[src/rtl/smb_pkg.sv]
package smb_pkg;
  typedef enum logic [3:0] {
    ST_IDLE, ST_ADDR, ST_ADDR_ACK, ST_CMD, ST_CMD_ACK,
    ST_WR, ST_WR_ACK, ST_RD, ST_RD_ACK
  } smb_state_e;

  localparam logic [7:0] ID_BASE = 8'hF4;

  function automatic logic [7:0] id_value(input logic [1:0] idx);
    case (idx)
      2'd0:    return 8'h41;
      2'd1:    return 8'h02;
      default: return 8'h00;
    endcase
  endfunction
endpackage

[src/rtl/smb_line_sync.sv]
module smb_line_sync #(
  parameter int STAGES = 2
) (
  input  logic clk_i,
  input  logic rst_ni,
  input  logic scl_i,
  input  logic sda_i,
  output logic scl_o,
  output logic sda_o,
  output logic scl_rise_o,
  output logic scl_fall_o,
  output logic start_o,
  output logic stop_o
);
  logic [STAGES-1:0] scl_pipe, sda_pipe;
  logic scl_q, sda_q;

  always_ff @(posedge clk_i or negedge rst_ni) begin
    if (!rst_ni) begin
      scl_pipe <= '1;
      sda_pipe <= '1;
      scl_q    <= 1'b1;
      sda_q    <= 1'b1;
    end else begin
      scl_pipe <= {scl_pipe[STAGES-2:0], scl_i};
      sda_pipe <= {sda_pipe[STAGES-2:0], sda_i};
      scl_q    <= scl_pipe[STAGES-1];
      sda_q    <= sda_pipe[STAGES-1];
    end
  end

  assign scl_o      = scl_pipe[STAGES-1];
  assign sda_o      = sda_pipe[STAGES-1];
  assign scl_rise_o = scl_o & ~scl_q;
  assign scl_fall_o = ~scl_o & scl_q;
  // SDA edges only count while SCL stayed high across both samples
  assign start_o    = scl_o & scl_q & sda_q & ~sda_o;
  assign stop_o     = scl_o & scl_q & ~sda_q & sda_o;
endmodule

[src/rtl/smb_reg_file.sv]
module smb_reg_file import smb_pkg::*; #(
  parameter int NUM_REGS = 16
) (
  input  logic       clk_i,
  input  logic       rst_ni,
  input  logic       wr_en_i,
  input  logic [7:0] wr_addr_i,
  input  logic [7:0] wr_data_i,
  input  logic [7:0] rd_addr_i,
  output logic [7:0] rd_data_o
);
  localparam int         IDX_W = (NUM_REGS > 1) ? $clog2(NUM_REGS) : 1;
  localparam logic [7:0] LIMIT = 8'(NUM_REGS);

  logic [7:0] regs [NUM_REGS];
  logic       wr_hit;

  assign wr_hit = wr_en_i && (wr_addr_i < LIMIT);

  always_ff @(posedge clk_i or negedge rst_ni) begin
    if (!rst_ni) begin
      for (int k = 0; k < NUM_REGS; k++) regs[k] <= 8'h00;
    end else if (wr_hit) begin
      regs[wr_addr_i[IDX_W-1:0]] <= wr_data_i;
    end
  end

  always_comb begin
    rd_data_o = 8'h00;
    if (rd_addr_i < LIMIT)
      rd_data_o = regs[rd_addr_i[IDX_W-1:0]];
    else if (rd_addr_i[7:2] == ID_BASE[7:2])
      rd_data_o = id_value(rd_addr_i[1:0]);
  end
endmodule

[src/rtl/smb_reg_slave.sv]
module smb_reg_slave import smb_pkg::*; #(
  parameter logic [4:0] ADDR_HI     = 5'b10110,
  parameter int         NUM_REGS    = 16,
  parameter int         SYNC_STAGES = 2
) (
  input  logic       clk_i,
  input  logic       rst_ni,
  input  logic       scl_i,
  input  logic       sda_i,
  input  logic [1:0] addr_sel_i,
  output logic       sda_oe_o
);
  logic scl_s, sda_s, scl_rise, scl_fall, start_det, stop_det;
  smb_state_e state_q;
  logic [3:0] bit_cnt_q;
  logic [7:0] shreg_q, txsh_q, ptr_q, rd_data;
  logic       rw_q, ack_ok_q, oe_q;
  logic [6:0] own_addr;
  logic       byte_done, wr_en;

  smb_line_sync #(.STAGES(SYNC_STAGES)) u_sync (
    .clk_i, .rst_ni, .scl_i, .sda_i,
    .scl_o(scl_s), .sda_o(sda_s), .scl_rise_o(scl_rise), .scl_fall_o(scl_fall),
    .start_o(start_det), .stop_o(stop_det)
  );

  smb_reg_file #(.NUM_REGS(NUM_REGS)) u_regs (
    .clk_i, .rst_ni,
    .wr_en_i(wr_en), .wr_addr_i(ptr_q), .wr_data_i(shreg_q),
    .rd_addr_i(ptr_q), .rd_data_o(rd_data)
  );

  assign own_addr  = {ADDR_HI, addr_sel_i};
  assign byte_done = (bit_cnt_q == 4'd8);
  assign wr_en     = (state_q == ST_WR) && scl_fall && byte_done;
  assign sda_oe_o  = oe_q;

  always_ff @(posedge clk_i or negedge rst_ni) begin
    if (!rst_ni) begin
      state_q   <= ST_IDLE;
      bit_cnt_q <= '0;
      shreg_q   <= '0;
      txsh_q    <= '0;
      ptr_q     <= '0;
      rw_q      <= 1'b0;
      ack_ok_q  <= 1'b0;
      oe_q      <= 1'b0;
    end else if (start_det) begin
      state_q   <= ST_ADDR;
      bit_cnt_q <= '0;
      oe_q      <= 1'b0;
    end else if (stop_det) begin
      state_q   <= ST_IDLE;
      bit_cnt_q <= '0;
      oe_q      <= 1'b0;
    end else begin
      case (state_q)
        ST_ADDR, ST_CMD, ST_WR: begin
          if (scl_rise) begin
            shreg_q   <= {shreg_q[6:0], sda_s};
            bit_cnt_q <= bit_cnt_q + 4'd1;
          end else if (scl_fall && byte_done) begin
            bit_cnt_q <= '0;
            if (state_q == ST_ADDR) begin
              if (shreg_q[7:1] == own_addr) begin
                oe_q    <= 1'b1;
                rw_q    <= shreg_q[0];
                state_q <= ST_ADDR_ACK;
              end else begin
                state_q <= ST_IDLE;
              end
            end else if (state_q == ST_CMD) begin
              ptr_q   <= shreg_q;
              oe_q    <= 1'b1;
              state_q <= ST_CMD_ACK;
            end else begin
              ptr_q   <= ptr_q + 8'd1;
              oe_q    <= 1'b1;
              state_q <= ST_WR_ACK;
            end
          end
        end
        ST_ADDR_ACK: if (scl_fall) begin
          if (rw_q) begin
            txsh_q  <= {rd_data[6:0], 1'b0};
            oe_q    <= ~rd_data[7];
            state_q <= ST_RD;
          end else begin
            oe_q    <= 1'b0;
            state_q <= ST_CMD;
          end
        end
        ST_CMD_ACK, ST_WR_ACK: if (scl_fall) begin
          oe_q    <= 1'b0;
          state_q <= ST_WR;
        end
        ST_RD: begin
          if (scl_rise) begin
            bit_cnt_q <= bit_cnt_q + 4'd1;
          end else if (scl_fall) begin
            if (byte_done) begin
              oe_q      <= 1'b0;
              bit_cnt_q <= '0;
              ptr_q     <= ptr_q + 8'd1;
              state_q   <= ST_RD_ACK;
            end else begin
              oe_q   <= ~txsh_q[7];
              txsh_q <= {txsh_q[6:0], 1'b0};
            end
          end
        end
        ST_RD_ACK: begin
          if (scl_rise) begin
            ack_ok_q <= ~sda_s;
          end else if (scl_fall) begin
            if (ack_ok_q) begin
              txsh_q  <= {rd_data[6:0], 1'b0};
              oe_q    <= ~rd_data[7];
              state_q <= ST_RD;
            end else begin
              oe_q    <= 1'b0;
              state_q <= ST_IDLE;
            end
          end
        end
        default: ;
      endcase
    end
  end
endmodule

[config.mk]
export PLATFORM = sky130hd
export DESIGN_NAME = smb_reg_slave
export DESIGN_NICKNAME = d
export VERILOG_FILES = /design/src/rtl/smb_pkg.sv /design/src/rtl/smb_line_sync.sv /design/src/rtl/smb_reg_file.sv /design/src/rtl/smb_reg_slave.sv
export SDC_FILE = /design/constraint.sdc
export NUM_CORES = 1
export LEC_CHECK = 0
export BUFFER_PORTS_ARGS = -buffer_cell sky130_fd_sc_hd__buf_2
export CAP_MARGIN = 20
export CORE_MARGIN = 2
export CORE_UTILIZATION = 50
export DETAILED_ROUTE_END_ITERATION = 16
export PLACE_DENSITY = 0.68
export SLEW_MARGIN = 20
export SYNTH_ARGS = -nofsm -noshare
export SYNTH_HDL_FRONTEND = slang
export SYNTH_SLANG_ARGS = --single-unit
[constraint.sdc]
create_clock -name clk_i -period 2.3 [get_ports clk_i]
set_input_delay 0.23 -clock clk_i [delete_from_list [all_inputs] [get_ports clk_i]]
set_output_delay 0.23 -clock clk_i [all_outputs]
set_load 0.03 [all_outputs]
# Word-level counts from Yosys, hierarchy flattened
# Cells that the tools add are included.
[totals]
reg_bits = 169
output_inout_bits = 1
[op_classes]
n_addsub = 2
n_lt_le_gt_ge = 3
n_eq_ne = 37
n_mux = 67
bitwise_logic = 17
n_reduce_logical = 20
[op_table]
columns = ["op", "n"]
rows = [
  ["2-to-1 mux 8 bit", 20],
  ["bitwise mux 128 bit", 1],
  ["2-to-1 mux 4 bit", 19],
  ["inequality test 4 bit (second input constant)", 9],
  ["binary-select mux 8 bit (select 4 bit)", 1],
  ["demux 8 bit (select 4 bit)", 1],
  ["inequality test 2 bit (second input constant)", 12],
  ["one-hot mux 8 bit (3 select lines)", 1],
  ["inequality test 5 bit (second input constant)", 4],
  ["one-hot mux 4 bit (5 select lines)", 1],
  ["AND reduction 10 bit", 2],
  ["== test 4 x 3 -> 1 bit (second input constant)", 4],
  ["one-hot mux 8 bit (2 select lines)", 1],
  ["2-to-1 mux 1 bit", 15],
  ["one-hot mux 7 bit (2 select lines)", 1],
  ["AND reduction 4 bit", 3],
  ["AND reduction 11 bit", 1],
  ["NOT 1 bit", 9],
  ["AND reduction 9 bit", 1],
  ["adder 8 x 1 -> 8 bit (second input constant)", 1],
  ["== test 4 x 2 -> 1 bit (second input constant)", 2],
  ["== test 4 bit (second input constant)", 2],
  ["less-than comparator 8 x 5 -> 1 bit (second input constant)", 1],
  ["one-hot mux 4 bit (2 select lines)", 1],
  ["other kinds (21)", 33],
]

# Depth between registers and ports, before layout
[depth]
word_depth = 12
ltp_mapped = 9
depth_no_buf = 7

# By module
# From an unflattened synthesis, not the netlist that was laid out.
[hier_totals]
cells_unflattened = 594
hier_area_um2 = 8295.5
[modules_own_cells]
columns = ["module", "n_inst", "cells_each", "area_per_inst_um2", "seq_area_each_um2"]
rows = [
  ["smb_reg_file", 1, 372, 5965.7, 3203.1],
  ["smb_reg_slave", 1, 212, 2139.6, 850.8],
  ["smb_line_sync", 1, 10, 190.2, 157.7],
]

# Worst setup path before layout
# Ideal clock, no wire load.
[synth_path]
path_type = "reg-to-reg"
from = "register ptr_q[1]"
to = "register u_regs.regs[120] (netlist bit)"
setup_time_ps = 128
arrival_ps = 2282
setup_slack_ps = -109
path_stages_with_launch = 9
cell_sequence = "dfrtp_1 -> buf_1 -> clkbuf_1 -> inv_1 -> ha_1 -> and2_1 -> buf_2 -> nand2_2 -> mux2_1"
[synth_between]
elab_chain_cells = 6
word_cells_on_any_way = 9
cone_classes = "3 x order compare; 3 x mux; 1 x bitwise; 2 x reduce/logical"
[synth_rtl]
columns = ["item", "line_no", "rtl"]
rows = [
  ["start: declaration", "smb_reg_slave.sv:16", "logic [7:0] shreg_q, txsh_q, ptr_q, rd_data;"],
  ["start signal: assignment", "smb_reg_slave.sv:73", "ptr_q <= shreg_q;"],
  ["start signal: assignment", "smb_reg_slave.sv:77", "ptr_q <= ptr_q + 8'd1;"],
  ["start signal: assignment", "smb_reg_slave.sv:104", "ptr_q <= ptr_q + 8'd1;"],
  ["NOT 4 -> 5 bit (implied by the code)", "smb_reg_file.sv:24", "regs[wr_addr_i[IDX_W-1:0]] <= wr_data_i;"],
  ["greater-or-equal comparator 5 bit (implied by the code) / less-than comparator 5 x 1 -> 1 bit (equally long branches)", "smb_reg_file.sv:24", ""],
  ["logical AND 1 bit (implied by the code)", "smb_reg_file.sv:24", ""],
  ["2-to-1 mux 8 bit (implied by the code)", "smb_reg_file.sv:24", ""],
  ["demux 8 bit (select 4 bit)", "smb_reg_file.sv:24", ""],
  ["bitwise mux 128 bit", "smb_reg_file.sv:24", ""],
  ["end signal: indexed assignment", "smb_reg_file.sv:24", ""],
  ["end: declaration", "smb_reg_file.sv:15", "logic [7:0] regs [NUM_REGS];"],
]
# Several ways; a longest one is shown, not always the timed one.
# A chain may end at the register's enable or synchronous reset.

# Worst setup path after layout
[layout_path]
from = "register ptr_q[7]"
to = "register u_regs.regs[121] (netlist bit)"
[layout_between]
elab_chain_cells = 2
[layout_rtl]
columns = ["item", "line_no", "rtl"]
rows = [
  ["less-than comparator 8 x 5 -> 1 bit", "smb_reg_file.sv:18", "assign wr_hit = wr_en_i && (wr_addr_i < LIMIT);"],
  ["logical AND 1 bit", "smb_reg_file.sv:18", ""],
]
# Every way passes these cells.

==> run_results.csv <==
group,metric,value,unit
final_layout,layout_area_overhead,14.8,%
worst_setup_path,cp-end-kind,"flop",
yosys,synth_area,0.00822,mm^2
pwr,leakagePower,0.00446,uW
yosys,post_synth_fa_ha_maj_area_fraction,1.37,%
yosys,syn_inst,631,
clock_tree,clockRootBuffer,"sky130_fd_sc_hd__clkbuf_16",
die,design.die.area,0.0175,mm^2
routing,drt-total-wl,19300,um
final_layout,nets,679,
clock_tree,tritoncts,"yes",
yosys,synth-xor-area-share,0.426,%
sta,timing.setup.tns,0,ns
yosys,synth_edf_count,0,
global_route,grt_remaining_overflow,0,
placement,portBuffers,6,
status,run_status,"finished, final reports clean",
global_route,grt_antenna_before_repair,0,
sta,fmax,0.449,GHz
die,design.portCount,7,
routing,route.detailed.drc,0,
placement,dp_hpwl,13000,um
worst_setup_path,crit_required,2.61,ns
sta,fin_crit_sh,96.9,%
clock_tree,clock_transition_at_the_registers_of_the_reported_paths,0.06,ns
worst_setup_path,worstRegToRegCells,5,
yosys,postSynthNetCount,646,
clock_tree,tritoncts.num_buffers,17,
global_route,track_usage,23.7,%
die,coreArea,0.0160,mm^2
sta,timing.final.crit_period,2.23,ns
sta,rsz0062_at_grt,"true",
yosys,synth_seq_cells,168,
routing,via_count,5443,
clock_tree,number_of_sinks_driven_by_the_clock_tree,168,
yosys,largest_family_of_logic_cells_by_synthesized_area,"multiplexers",
final_layout,number_of_filler_instances_in_the_final_layout,1307,
yosys,post_synth_most_frequent_cells,"162 x sky130_fd_sc_hd__dfrtp_1, 79 x sky130_fd_sc_hd__mux2_2, 64 x sky130_fd_sc_hd__mux2_1",
yosys,synth_top_area_cell,"sky130_fd_sc_hd__dfrtp_1",
worst_setup_path,rrSetupSlack,0.07,ns
worst_setup_path,worstSetupPathType,"reg -> reg",
clock_tree,cts_htree_levels,4,
sta,setup_viol,0,
yosys,asyncSetResetFlopFracSynth,100,%
global_route,grt_pass1_vias,5701,
final_layout,num_antenna_cells,0,
final_layout,final_layout_size_suffix_gt1_share,32.9,%
yosys,yosys.cell_count.top_type,"sky130_fd_sc_hd__dfrtp_1",
run,timing.max_cap.violations,0,
worst_setup_path,worst-endpoint-arrival,2.53,ns
sta,skew,0.00731,ns
yosys,post-synth-top-area-fraction,49.3,%
global_route,groute.layer.met1.usage,32.2,%
routing,first_iter_violations,467,
yosys,synth_compound_gate_area_share,5.69,%
routing,drtPass1Iterations,5,
routing,vias_per_cell,6.10,
worst_setup_path,worst_setup_path_start_kind,"flop",
global_route,grt_use_met2,38.2,%
pwr,vdd.ir_drop.worst,0.642,mV
global_route,grt_most_used_layer,"met2",
die,placementRows,46,
pwr,cellPowerDensity,798,mW/mm^2
global_route,grt_first_pass_wirelength,31900,um
global_route,grt_max_degree,76,
placement,finalWeightedCongestion,0.911,
final_layout,final_core_utilization,58.9,%
yosys,synth.yosys.warnings,0,
yosys,synthSimpleGateAreaFrac,9.42,%
global_route,met3_usage,5.07,%
sta,worstMarginPinSlew,0.811,ns
worst_setup_path,rr_startpoint,"ptr_q[7]",
worst_setup_path,rr_endpoint,"u_regs.regs[121]",
yosys,ys_types,60,
die,die-width,132,um
routing,routed_wire_length_per_instance,21.6,um
worst_hold_path,hold_path.class,"in -> async",
yosys,syn_avg_cell_area,13.0,um^2
clock_tree,clockBufferDepth,2,
routing,drtAntennaViolNets,0,
yosys,synthMuxAreaShare,29.0,%
yosys,post_synth_main_area_contributors,"sky130_fd_sc_hd__dfrtp_1 49%, sky130_fd_sc_hd__mux2_2 11%, sky130_fd_sc_hd__mux2_1 8.8%",
worst_setup_path,worst-path-max-fanout,8,
die,floorplan_die_height,132,um
sta,maxSlewHeadroom,45.9,%
clock_tree,clk-insertion-delay-late,0.43,ns
yosys,yosysSeqAreaShare,51.2,%
die,start_util,51.4,%
sta,slew_violations,0,
sta,final_hold_viol_count,0,
yosys,synth_ff_type,"sky130_fd_sc_hd__dfrtp_1",
==> where the power goes <==
group | internal [uW] | leakage [uW] | switching (uW) | total (uW)
Combinational | 507 | 0.00188 | 921 | 1430
Clock | 1610 | 0.000280 | 1180 | 2790
Sequential | 3120 | 0.00230 | 182 | 3300
==> layout by cell type, fill, tap and decap left out, types with 3 or more instances in the layout <==
cell	count
sky130_fd_sc_hd__nor3_1	5
sky130_fd_sc_hd__buf_4	48
sky130_fd_sc_hd__mux4_2	30
sky130_fd_sc_hd__dfrtp_1	161
sky130_fd_sc_hd__inv_1	11
sky130_fd_sc_hd__nand3_1	23
sky130_fd_sc_hd__nor2_1	23
sky130_fd_sc_hd__dfstp_2	6
sky130_fd_sc_hd__nor2b_1	5
sky130_fd_sc_hd__xnor2_1	3
sky130_fd_sc_hd__dlygate4sd3_1	3
sky130_fd_sc_hd__nand3b_1	4
sky130_fd_sc_hd__a21oi_1	15
sky130_fd_sc_hd__nand2b_1	5
sky130_fd_sc_hd__nand2_1	22
sky130_fd_sc_hd__clkbuf_1	3
sky130_fd_sc_hd__nor4b_1	4
sky130_fd_sc_hd__buf_2	5
sky130_fd_sc_hd__clkbuf_16	17
sky130_fd_sc_hd__o2bb2ai_1	3
sky130_fd_sc_hd__inv_6	3
sky130_fd_sc_hd__o21ai_0	14
sky130_fd_sc_hd__and4_1	3
sky130_fd_sc_hd__and3_1	6
sky130_fd_sc_hd__clkinv_4	5
sky130_fd_sc_hd__nand2_2	8
sky130_fd_sc_hd__mux2_2	79
sky130_fd_sc_hd__a22oi_1	8
sky130_fd_sc_hd__nand4_1	11
sky130_fd_sc_hd__ha_1	9
sky130_fd_sc_hd__a31oi_1	8
sky130_fd_sc_hd__mux2i_1	10
sky130_fd_sc_hd__buf_12	5
sky130_fd_sc_hd__mux2_1	64
==> cells by family (layout without fill, tap and decap cells) <==
logic type,count (synthesis),in the layout
buffers and inverters,60,106
xor gates and xnor gates,4,4
adders and majority gates,9,9
AOI/OAI and AO/OA,70,70
muxes,183,183
DFF,168,168
and+or+nand+nor,137,137
==> worst max-delay path, stage by stage, from the launching register on <==
cell and delay, ns:
sky130_fd_sc_hd__dfrtp_1 0.38, sky130_fd_sc_hd__or4_1 0.61, sky130_fd_sc_hd__nor4_4 0.24, sky130_fd_sc_hd__and2_2 0.29, sky130_fd_sc_hd__nand2_2 0.20, sky130_fd_sc_hd__mux2_1 0.39
==> per-layer routing <==
layer / vias to the layer above / part of all wire, %
met1: 2817 / 44
met4: 0 / 2.4
li1: 2414 / -
met5: - / 0
met2: 173 / 49
met3: 39 / 4.7
==> repair_timing <==
action	in CTS	in global routing
cloned	0	0
endpoints found under the setup margin	30	46
resized for setup	3	4
buffers inserted	0	0
hold buffers	3	0
hold endpoints to repair	51	0
pin swaps	0	1
==> through the flow <==
| stage | setup slack (ns) | std cells | hold WS [ns] | power, uW | area [um^2] |
|---|---|---|---|---|---|
| 2_1_floorplan | 0.0544 | 631 | -0.0656 | 4160 | 8220 |
| 3_3_place_gp | 0.0180 | 858 | 0.226 | 4680 | 8800 |
| 3_5_place_dp | -0.00241 | 858 | 0.245 | 4740 | 8800 |
| 4_1_cts | 0.0537 | 893 | 0.363 | 7550 | 9420 |
| 5_1_grt | -0.0387 | 893 | 0.364 | 7870 | 9430 |
| 6_report | 0.0719 | 893 | 0.357 | 7530 | 9430 |
==> flip-flops by register name, summed over array words and instances (netlist names) <==
name and count:
ack_ok_q 1, bit_cnt_q 4, ptr_q 8, rw_q 1
sda_oe_o 1, shreg_q 8, state_q 4, txsh_q 7
u_regs.regs 128, u_sync.scl_pipe 2, u_sync.scl_q 1, u_sync.sda_pipe 2
u_sync.sda_q 1
==> layout make-up <==
class	count	area [um^2]	share of cell area (%)
clock inverters	12	143	1.51
clock buffers	20	437	4.63
repair buffers	62	527	5.59
well taps	216	270	2.87
inverters	12	45.0	0.478
multi-input cells	403	3800	40.3
flip-flops and latches	168	4210	44.7
==> how the worst max path moves through the flow <==
stage,startpoint,endpoint,slack [ns],cells past startpoint
floorplan,ptr_q[4],u_regs.regs[16],0.05,7
global placement,ptr_q[7],u_regs.regs[127],0.02,5
detailed placement,ptr_q[7],u_regs.regs[121],-0.002,5
CTS,u_sync.scl_q,sda_oe_o,0.05,7
global route,ptr_q[6],u_regs.regs[58],-0.04,5
finish,ptr_q[7],u_regs.regs[121],0.07,5
No activity file was read; power rests on OpenSTA's default activity.
